--- src/rtl/uid_pkg.sv ---
package uid_pkg;

    typedef enum logic [1:0] {
        SRC_NONE = 2'd0,
        SRC_ROM  = 2'd1,
        SRC_CFG  = 2'd2
    } load_src_e;

    typedef struct packed {
        logic hit_hi;
        logic hit_lo;
    } half_hit_t;

    function automatic logic addr_match2(input logic [7:0] a,
                                         input logic [7:0] p0,
                                         input logic [7:0] p1);
        return (a == p0) || (a == p1);
    endfunction

endpackage

--- src/rtl/uid_cfg_decode.sv ---
module uid_cfg_decode
    import uid_pkg::*;
#(
    parameter int            ADDR_W   = 8,
    parameter logic [7:0]    HI_ADDR0 = 8'h70,
    parameter logic [7:0]    HI_ADDR1 = 8'h80,
    parameter logic [7:0]    LO_ADDR0 = 8'h74,
    parameter logic [7:0]    LO_ADDR1 = 8'h84
) (
    input  logic              en,
    input  logic [ADDR_W-1:0] addr,
    output half_hit_t         hit
);
    logic [7:0] a8;

    always_comb begin
        a8 = 8'(addr);
        hit.hit_hi = en && addr_match2(a8, HI_ADDR0, HI_ADDR1);
        hit.hit_lo = en && addr_match2(a8, LO_ADDR0, LO_ADDR1);
    end

    always_comb begin
        assert (!(hit.hit_hi && hit.hit_lo)) else $error("assert_decode_exclusive_R3");
    end
endmodule

--- src/rtl/uid_half.sv ---
module uid_half
    import uid_pkg::*;
#(
    parameter int WORD_W = 32
) (
    input  logic              clk,
    input  logic              rst,
    input  logic              rom_present,
    input  logic              rom_take,
    input  logic [WORD_W-1:0] rom_data,
    input  logic              cfg_take,
    input  logic [WORD_W-1:0] cfg_data,
    output logic [WORD_W-1:0] value,
    output logic              locked
);
    load_src_e src;

    always_comb begin
        src = SRC_NONE;
        if (!locked) begin
            if (rom_present && rom_take)
                src = SRC_ROM;
            else if (!rom_present && cfg_take)
                src = SRC_CFG;
        end
    end

    always_ff @(posedge clk) begin
        if (rst) begin
            value  <= '0;
            locked <= 1'b0;
        end else begin
            case (src)
                SRC_ROM: begin
                    value  <= rom_data;
                    locked <= 1'b1;
                end
                SRC_CFG: begin
                    value  <= cfg_data;
                    locked <= 1'b1;
                end
                default: ;
            endcase
        end
    end

    assert_lock_sticky_R4: assert property (@(posedge clk) disable iff (rst)
        locked |=> locked);
    assert_locked_value_stable_R4: assert property (@(posedge clk) disable iff (rst)
        locked |=> $stable(value));
    assert_no_cfg_when_rom_R5: assert property (@(posedge clk) disable iff (rst)
        (!locked && rom_present && !rom_take) |=> !locked);
    assert_no_rom_when_absent_R5: assert property (@(posedge clk) disable iff (rst)
        (!locked && !rom_present && !cfg_take) |=> !locked);
    assert_reset_clears_R1: assert property (@(posedge clk)
        rst |=> (!locked && value == '0));
endmodule

--- src/rtl/uid_rd_mux.sv ---
module uid_rd_mux
    import uid_pkg::*;
#(
    parameter int         ADDR_W  = 8,
    parameter int         WORD_W  = 32,
    parameter logic [7:0] MM_HI   = 8'h24,
    parameter logic [7:0] MM_LO   = 8'h28
) (
    input  half_hit_t         cfg_hit,
    input  logic [ADDR_W-1:0] mmio_addr,
    input  logic [WORD_W-1:0] hi_value,
    input  logic [WORD_W-1:0] lo_value,
    output logic [WORD_W-1:0] cfg_data,
    output logic [WORD_W-1:0] mmio_data
);
    always_comb begin
        unique case (1'b1)
            cfg_hit.hit_hi: cfg_data = hi_value;
            cfg_hit.hit_lo: cfg_data = lo_value;
            default:        cfg_data = '0;
        endcase
    end

    always_comb begin
        if (8'(mmio_addr) == MM_HI)
            mmio_data = hi_value;
        else if (8'(mmio_addr) == MM_LO)
            mmio_data = lo_value;
        else
            mmio_data = '0;
    end
endmodule

--- src/rtl/uid_lock_regs.sv ---
module uid_lock_regs
    import uid_pkg::*;
#(
    parameter int         ADDR_W   = 8,
    parameter int         WORD_W   = 32,
    parameter int         VEND_W   = 24,
    parameter logic [7:0] CFG_HI0  = 8'h70,
    parameter logic [7:0] CFG_HI1  = 8'h80,
    parameter logic [7:0] CFG_LO0  = 8'h74,
    parameter logic [7:0] CFG_LO1  = 8'h84,
    parameter logic [7:0] MMIO_HI  = 8'h24,
    parameter logic [7:0] MMIO_LO  = 8'h28,
    localparam int        UID_W    = 2 * WORD_W,
    localparam int        CHIP_W   = UID_W - VEND_W
) (
    input  logic              clk,
    input  logic              rst,
    input  logic              rom_present,
    input  logic              rom_wr_valid,
    input  logic              rom_wr_sel,
    input  logic [WORD_W-1:0] rom_wr_data,
    input  logic              cfg_wr_en,
    input  logic [ADDR_W-1:0] cfg_wr_addr,
    input  logic [WORD_W-1:0] cfg_wr_data,
    input  logic [ADDR_W-1:0] cfg_rd_addr,
    output logic [WORD_W-1:0] cfg_rd_data,
    input  logic [ADDR_W-1:0] mmio_rd_addr,
    output logic [WORD_W-1:0] mmio_rd_data,
    output logic              hi_locked,
    output logic              lo_locked,
    output logic [VEND_W-1:0] uid_vendor,
    output logic [CHIP_W-1:0] uid_chip,
    output logic              uid_valid
);
    half_hit_t         wr_hit, rd_hit;
    logic [WORD_W-1:0] half_val [2];
    logic [1:0]        half_lock;
    logic [1:0]        rom_take, cfg_take;
    logic [UID_W-1:0]  uid_full;

    uid_cfg_decode #(.ADDR_W(ADDR_W), .HI_ADDR0(CFG_HI0), .HI_ADDR1(CFG_HI1),
                     .LO_ADDR0(CFG_LO0), .LO_ADDR1(CFG_LO1))
    u_wr_dec (.en(cfg_wr_en), .addr(cfg_wr_addr), .hit(wr_hit));

    uid_cfg_decode #(.ADDR_W(ADDR_W), .HI_ADDR0(CFG_HI0), .HI_ADDR1(CFG_HI1),
                     .LO_ADDR0(CFG_LO0), .LO_ADDR1(CFG_LO1))
    u_rd_dec (.en(1'b1), .addr(cfg_rd_addr), .hit(rd_hit));

    assign rom_take[0] = rom_wr_valid && !rom_wr_sel;
    assign rom_take[1] = rom_wr_valid &&  rom_wr_sel;
    assign cfg_take[0] = wr_hit.hit_lo;
    assign cfg_take[1] = wr_hit.hit_hi;

    // index 0 = lower half, index 1 = upper half
    for (genvar g = 0; g < 2; g++) begin : g_half
        uid_half #(.WORD_W(WORD_W)) u_half (
            .clk         (clk),
            .rst         (rst),
            .rom_present (rom_present),
            .rom_take    (rom_take[g]),
            .rom_data    (rom_wr_data),
            .cfg_take    (cfg_take[g]),
            .cfg_data    (cfg_wr_data),
            .value       (half_val[g]),
            .locked      (half_lock[g])
        );
    end

    uid_rd_mux #(.ADDR_W(ADDR_W), .WORD_W(WORD_W), .MM_HI(MMIO_HI), .MM_LO(MMIO_LO))
    u_rd_mux (
        .cfg_hit   (rd_hit),
        .mmio_addr (mmio_rd_addr),
        .hi_value  (half_val[1]),
        .lo_value  (half_val[0]),
        .cfg_data  (cfg_rd_data),
        .mmio_data (mmio_rd_data)
    );

    assign uid_full   = {half_val[1], half_val[0]};
    assign hi_locked  = half_lock[1];
    assign lo_locked  = half_lock[0];
    assign uid_vendor = uid_full[UID_W-1 -: VEND_W];
    assign uid_chip   = uid_full[CHIP_W-1:0];
    assign uid_valid  = (&half_lock) && (uid_full != '0);

    assert_valid_after_reset_R1: assert property (@(posedge clk)
        rst |=> !uid_valid);
    assert_valid_needs_locks_R9: assert property (@(posedge clk) disable iff (rst)
        uid_valid |-> (hi_locked && lo_locked));
    assert_valid_sticky_R9: assert property (@(posedge clk) disable iff (rst)
        uid_valid |=> uid_valid);
endmodule

--- config.mk ---
export PLATFORM = sky130hd
export DESIGN_NAME = uid_lock_regs
export DESIGN_NICKNAME = d
export VERILOG_FILES = /design/src/rtl/uid_pkg.sv /design/src/rtl/uid_cfg_decode.sv /design/src/rtl/uid_half.sv /design/src/rtl/uid_rd_mux.sv /design/src/rtl/uid_lock_regs.sv
export SDC_FILE = /design/constraint.sdc
export NUM_CORES = 1
export LEC_CHECK = 0
export ABC_CLOCK_PERIOD_IN_PS = 2850
export CORE_ASPECT_RATIO = 0.5
export CORE_MARGIN = 3
export CORE_UTILIZATION = 35
export DETAILED_ROUTE_END_ITERATION = 16
export DONT_BUFFER_PORTS = 1
export MAX_ROUTING_LAYER = met4
export SYNTH_ARGS = -nofsm -noshare
export SYNTH_HDL_FRONTEND = slang
export SYNTH_SLANG_ARGS = --single-unit
--- constraint.sdc ---
create_clock -name clk -period 2.85 [get_ports clk]
set_input_delay 0.57 -clock clk [delete_from_list [all_inputs] [get_ports clk]]
set_output_delay 0.57 -clock clk [all_outputs]
set_load 0.05 [all_outputs]
-- Word level (Yosys, flattened, before mapping)
Index checks and enable logic that the tools add are counted.
- register bits: 66
- bits of input ports: 94
- output and inout bits: 131
- word-level logic and storage cells: 50
- equality and inequality tests: 14
- mux-type cells: 11
- reduce and logical (&&, ||, !) cells: 21
- operator list (cell ; count):
    $pmux W32 S2 ; 3
    $mux W32 ; 2
    $reduce_bool A64 Y1 ; 1
    $eq A8 B7 Y1 const B ; 4
    $eq A8 B8 Y1 const B ; 4
    $eq A8 B6 Y1 const B ; 2
    $mux W2 ; 6
    $logic_and A1 B1 Y1 ; 9
    $eq A2 B1 Y1 const B ; 2
    $eq A2 B2 Y1 const B ; 2
    $logic_or A1 B1 Y1 ; 4
    $reduce_bool A2 Y1 ; 2
    $reduce_or A2 Y1 ; 2
    $logic_not A1 Y1 ; 2
    $reduce_and A2 Y1 ; 1

-- Depth between registers and ports, before layout
- depth after elaboration: 9
- gate-level depth with buffers: 10
- depth with buffers taken out: 8

-- Modules after synthesis
From an unflattened synthesis, not the netlist that was laid out.
- cells, all modules: 494
- area, all modules: 5006.1 µm²
- modules (own cells, without submodules) (module ; times used ; cells an instance ; area each (µm²) ; seq. area each (µm²)):
    uid_half ; 2 ; 149 ; 1725.4 ; 660.6
    uid_rd_mux ; 1 ; 158 ; 1298.7 ; 0.0
    uid_lock_regs ; 1 ; 26 ; 161.4 ; 0.0
    uid_cfg_decode ; 2 ; 6 ; 47.5 ; 0.0

-- Least setup slack after synthesis
Ideal clock, no wire load.
- path type: reg-to-output
- from: register g_half[0].u_half.value[18]
- to: output uid_valid
- data arrival time: 1.996 ns
- required time: 2.280 ns
- path slack: 0.284 ns
- stages on the path, launching flop included: 5
- buffers on the path: 0
- path through: dfxtp_1 > nor4_1 > nand4_1 > nor4_1 > nor3_1
- longest elaborated chain between the ends: 2
- ends and longest elaborated chain (element ; line ; source):
    start, declared ; uid_half.sv:13 ; output logic [WORD_W-1:0] value,
    start signal, assigned ; uid_half.sv:35 ; value <= rom_data;
    start signal, assigned ; uid_half.sv:39 ; value <= cfg_data;
    $reduce_bool A64 Y1 ; uid_lock_regs.sv:84 ; assign uid_valid = (&half_lock) && (uid_full != '0);
    $logic_and A1 B1 Y1 ; uid_lock_regs.sv:84 ;
    end, declared ; uid_lock_regs.sv:33 ; output logic uid_valid
Every way passes these cells.

-- Worst setup path after layout
- from: register g_half[0].u_half.value[28]
- to: output uid_valid
Same word-level chain as after synthesis.

==> flow_summary.toml <==
[worst_setup_path]
slowest_stage = "nor4_1"
crit_family = "simple AND/OR/NAND/NOR gates"
cp.depth = 5
critPathLaunchType = "register"
required_ns = 2.28
crit_chain = "nor4_1, nand4_1, nor4_1, nor3_1, buf_4"
cpMostUsedCell = "nor4_1"
cp.buffers_inverters = 1
worst-path-max-fanout = 2
reg2reg_to = "g_half[1].u_half.value[4]"
endpoint = "uid_valid"
critPathKind = "reg -> out"
reg2reg_slack_ns = 0.64
crit_start = "g_half[0].u_half.value[28]"
crit_path_end_kind = "output pin"
slowest_delay_ns = 0.60
reg2reg_depth = 8
rr_startpoint = "g_half[1].u_half.locked"
critPathArrivalTime_ns = 2.20

[cells_and_area]
drive_gt1_share_pct = 27.7
n_fill_cell = 924
antenna_cells = 0
multi_input_area_um2 = 2340
final-seq-area_um2 = 1320
areaGrowthSynthToFinish_pct = 57.2
post-route-cell-area_um2 = 6050
final_nets = 687

[routing]
num_vias = 4110
drc = 0
wl_per_cell_um = 19.5
vias_per_cell = 5.58
wl_met2_mm = 7.25
drt-initial-drc-count = 161
highest_layer = "met4"
wl_met1_mm = 6.27
drt_first_pass_iters = 4
wl_met3_um = 790
wl_mm = 14.4
ant_nets = 0

[global_routing]
grt_usage_pct = 23.0
grt_max_degree = 67
grt_pass1_vias = 4124
grt-ovfl-total = 0
antenna_found_initial = 0
grt_first_pass_wirelength_mm = 22.1

[yosys]
syn_area_per_cell_um2 = 8.07
synth_seq_area_share_pct = 34.3
netlist_instances = 477
netlist_area_um2 = 3850
ys.warnings.count = 0
synth-seq-cells = 66
synth_nets = 573
synth.distinct_cells = 22

[floorplan]
dieHeight_um = 80.2
row_count = 26
ioPinCount = 225
dieArea_um2 = 12400
core_area_um2 = 10400
initial_core_util_pct = 36.9
die_x_um = 154

[timing]
setup_viol = 0
rsz0062_at_grt = "no"
setup_ws_ns = 0.0770
hold_viol_final = 0
fin_skew_ns = 0.00398
period_needed_ns = 2.77
fin_crit_sh_pct = 97.3
finalMaxSlewViolations = 0
timing.fmax_mhz = 361
worstMarginPinSlew_ns = 0.662
fin_tns_setup_ns = 0
relSlewSlack_pct = 55.8

[pwr]
p_per_area_nw_per_um2 = 398
p_leak_nw = 2.34
power_w = 0.00241
peakVddDrop_mv = 0.376

[cts]
cts_tree = "done"
cts_hold_buf = 0
root_buffer = "clkbuf_16"
htreeDepth = 3
cts_sinks = 66
clockBufferDepth = 2
clk_pin_slew_ns = 0.06
cts_buffers = 9
insertion_delay_ns = 0.32
postCtsSetupBuffers = 0
cts-resized-gates = 0

[placed_design]
routabilityCongestion = 0.807
port_buffers = 0
hpwl_mm = 11.1
place_area_um2 = 5760
preCtsSetupSlack_ns = 0.249

[status]
status = "finished, final reports clean"

[run]
drv_cap = 0

[worst_hold_path]
hold_path.class = "in -> reg"
-- layer usage --
metal / global-route usage (%) / up-vias
met2: 40.0 / 107
li1: - / 1973
met5: - / -
met3: 5.49 / 4
met1: 27.5 / 2026
met4: 4.67 / 0
-- power by group --
group	switching, W	internal [W]	total [W]
registers	0.0000274	0.000956	0.000983
logic	0.000245	0.000113	0.000358
clock network	0.000397	0.000670	0.00107
-- layout by cell type, fill, tap and decap left out --
| cell type | instances |
|---|---|
| clkbuf_1 | 1 |
| nor4b_1 | 3 |
| nor2_2 | 2 |
| clkbuf_16 | 9 |
| a21oi_1 | 66 |
| o21ai_0 | 1 |
| clkinvlp_4 | 1 |
| mux2i_1 | 64 |
| o2111ai_1 | 1 |
| a22o_1 | 64 |
| nand2_1 | 2 |
| bufinv_16 | 1 |
| nand4_1 | 5 |
| and4b_1 | 2 |
| clkinv_2 | 4 |
| nor3b_4 | 2 |
| nor4_1 | 18 |
| nand3b_1 | 1 |
| ha_2 | 2 |
| buf_12 | 67 |
| nor3_1 | 3 |
| nor2_1 | 131 |
| buf_4 | 77 |
| dfxtp_1 | 66 |
| inv_1 | 3 |
-- cell usage after synthesis --
cell       number  share of area [%]
nor4_1         18                2.9
buf_2          15                2.0
nor4b_1         3               0.68
nor3_1          3               0.39
nand3b_1        1               0.20
nor3b_2         1               0.33
buf_6           3               0.88
inv_1           3               0.29
nand4_1         5               0.81
and4b_1         2               0.52
ha_1            2               0.65
mux2i_1        64                 17
buf_1           2               0.20
dfxtp_1        66                 34
clkbuf_1       21                2.0
nor3b_4         1               0.49
a21oi_1        66                8.6
a22o_1         64                 15
nand2_1         2               0.20
o2111ai_1       1               0.23
nor2_1        133                 13
o21ai_0         1               0.13
-- worst min-delay path by stage --
stage	from	end	depth (start not counted)
detailed placement	rst	g_half[1].u_half.value[0]	1
floorplan	g_half[0].u_half.locked	g_half[0].u_half.locked	2
global route	rst	g_half[1].u_half.value[0]	1
finish	rst	g_half[1].u_half.value[0]	1
CTS	rst	g_half[1].u_half.value[0]	1
global placement	rst	g_half[1].u_half.value[0]	1
-- final cells by class --
cell class | count | area share, %
Inverter | 3 | 0.186
Clock buffer | 10 | 3.78
Tap cell | 140 | 2.89
Multi-Input combinational cell | 367 | 38.6
Timing Repair Buffer | 144 | 31.7
Sequential cell | 66 | 21.8
Clock inverter | 6 | 0.951
-- metrics by stage --
stage	util [%]	std cells	hold WS (ns)
after floorplan	-	477	0.738
after global placement	55.2	720	0.651
after detailed placement	55.2	720	0.653
after CTS	57.9	736	0.310
after global routing	57.9	736	0.303
final	57.9	736	0.320
-- sequential cells by signal (all words and copies together) (netlist names) --
register / cells
g_half.u_half.value: 64
g_half.u_half.locked: 2
-- logic make-up (layout without fill, tap and decap cells) --
logic type,after synthesis,after routing,synth area share (%)
fa+ha+maj,2,2,0.650
mux,64,64,16.6
buf+inv,44,163,5.36
compound gates,132,132,23.5
simple gates,169,169,19.5
flops,66,66,34.3
Power figures use the tool's default switching activity.
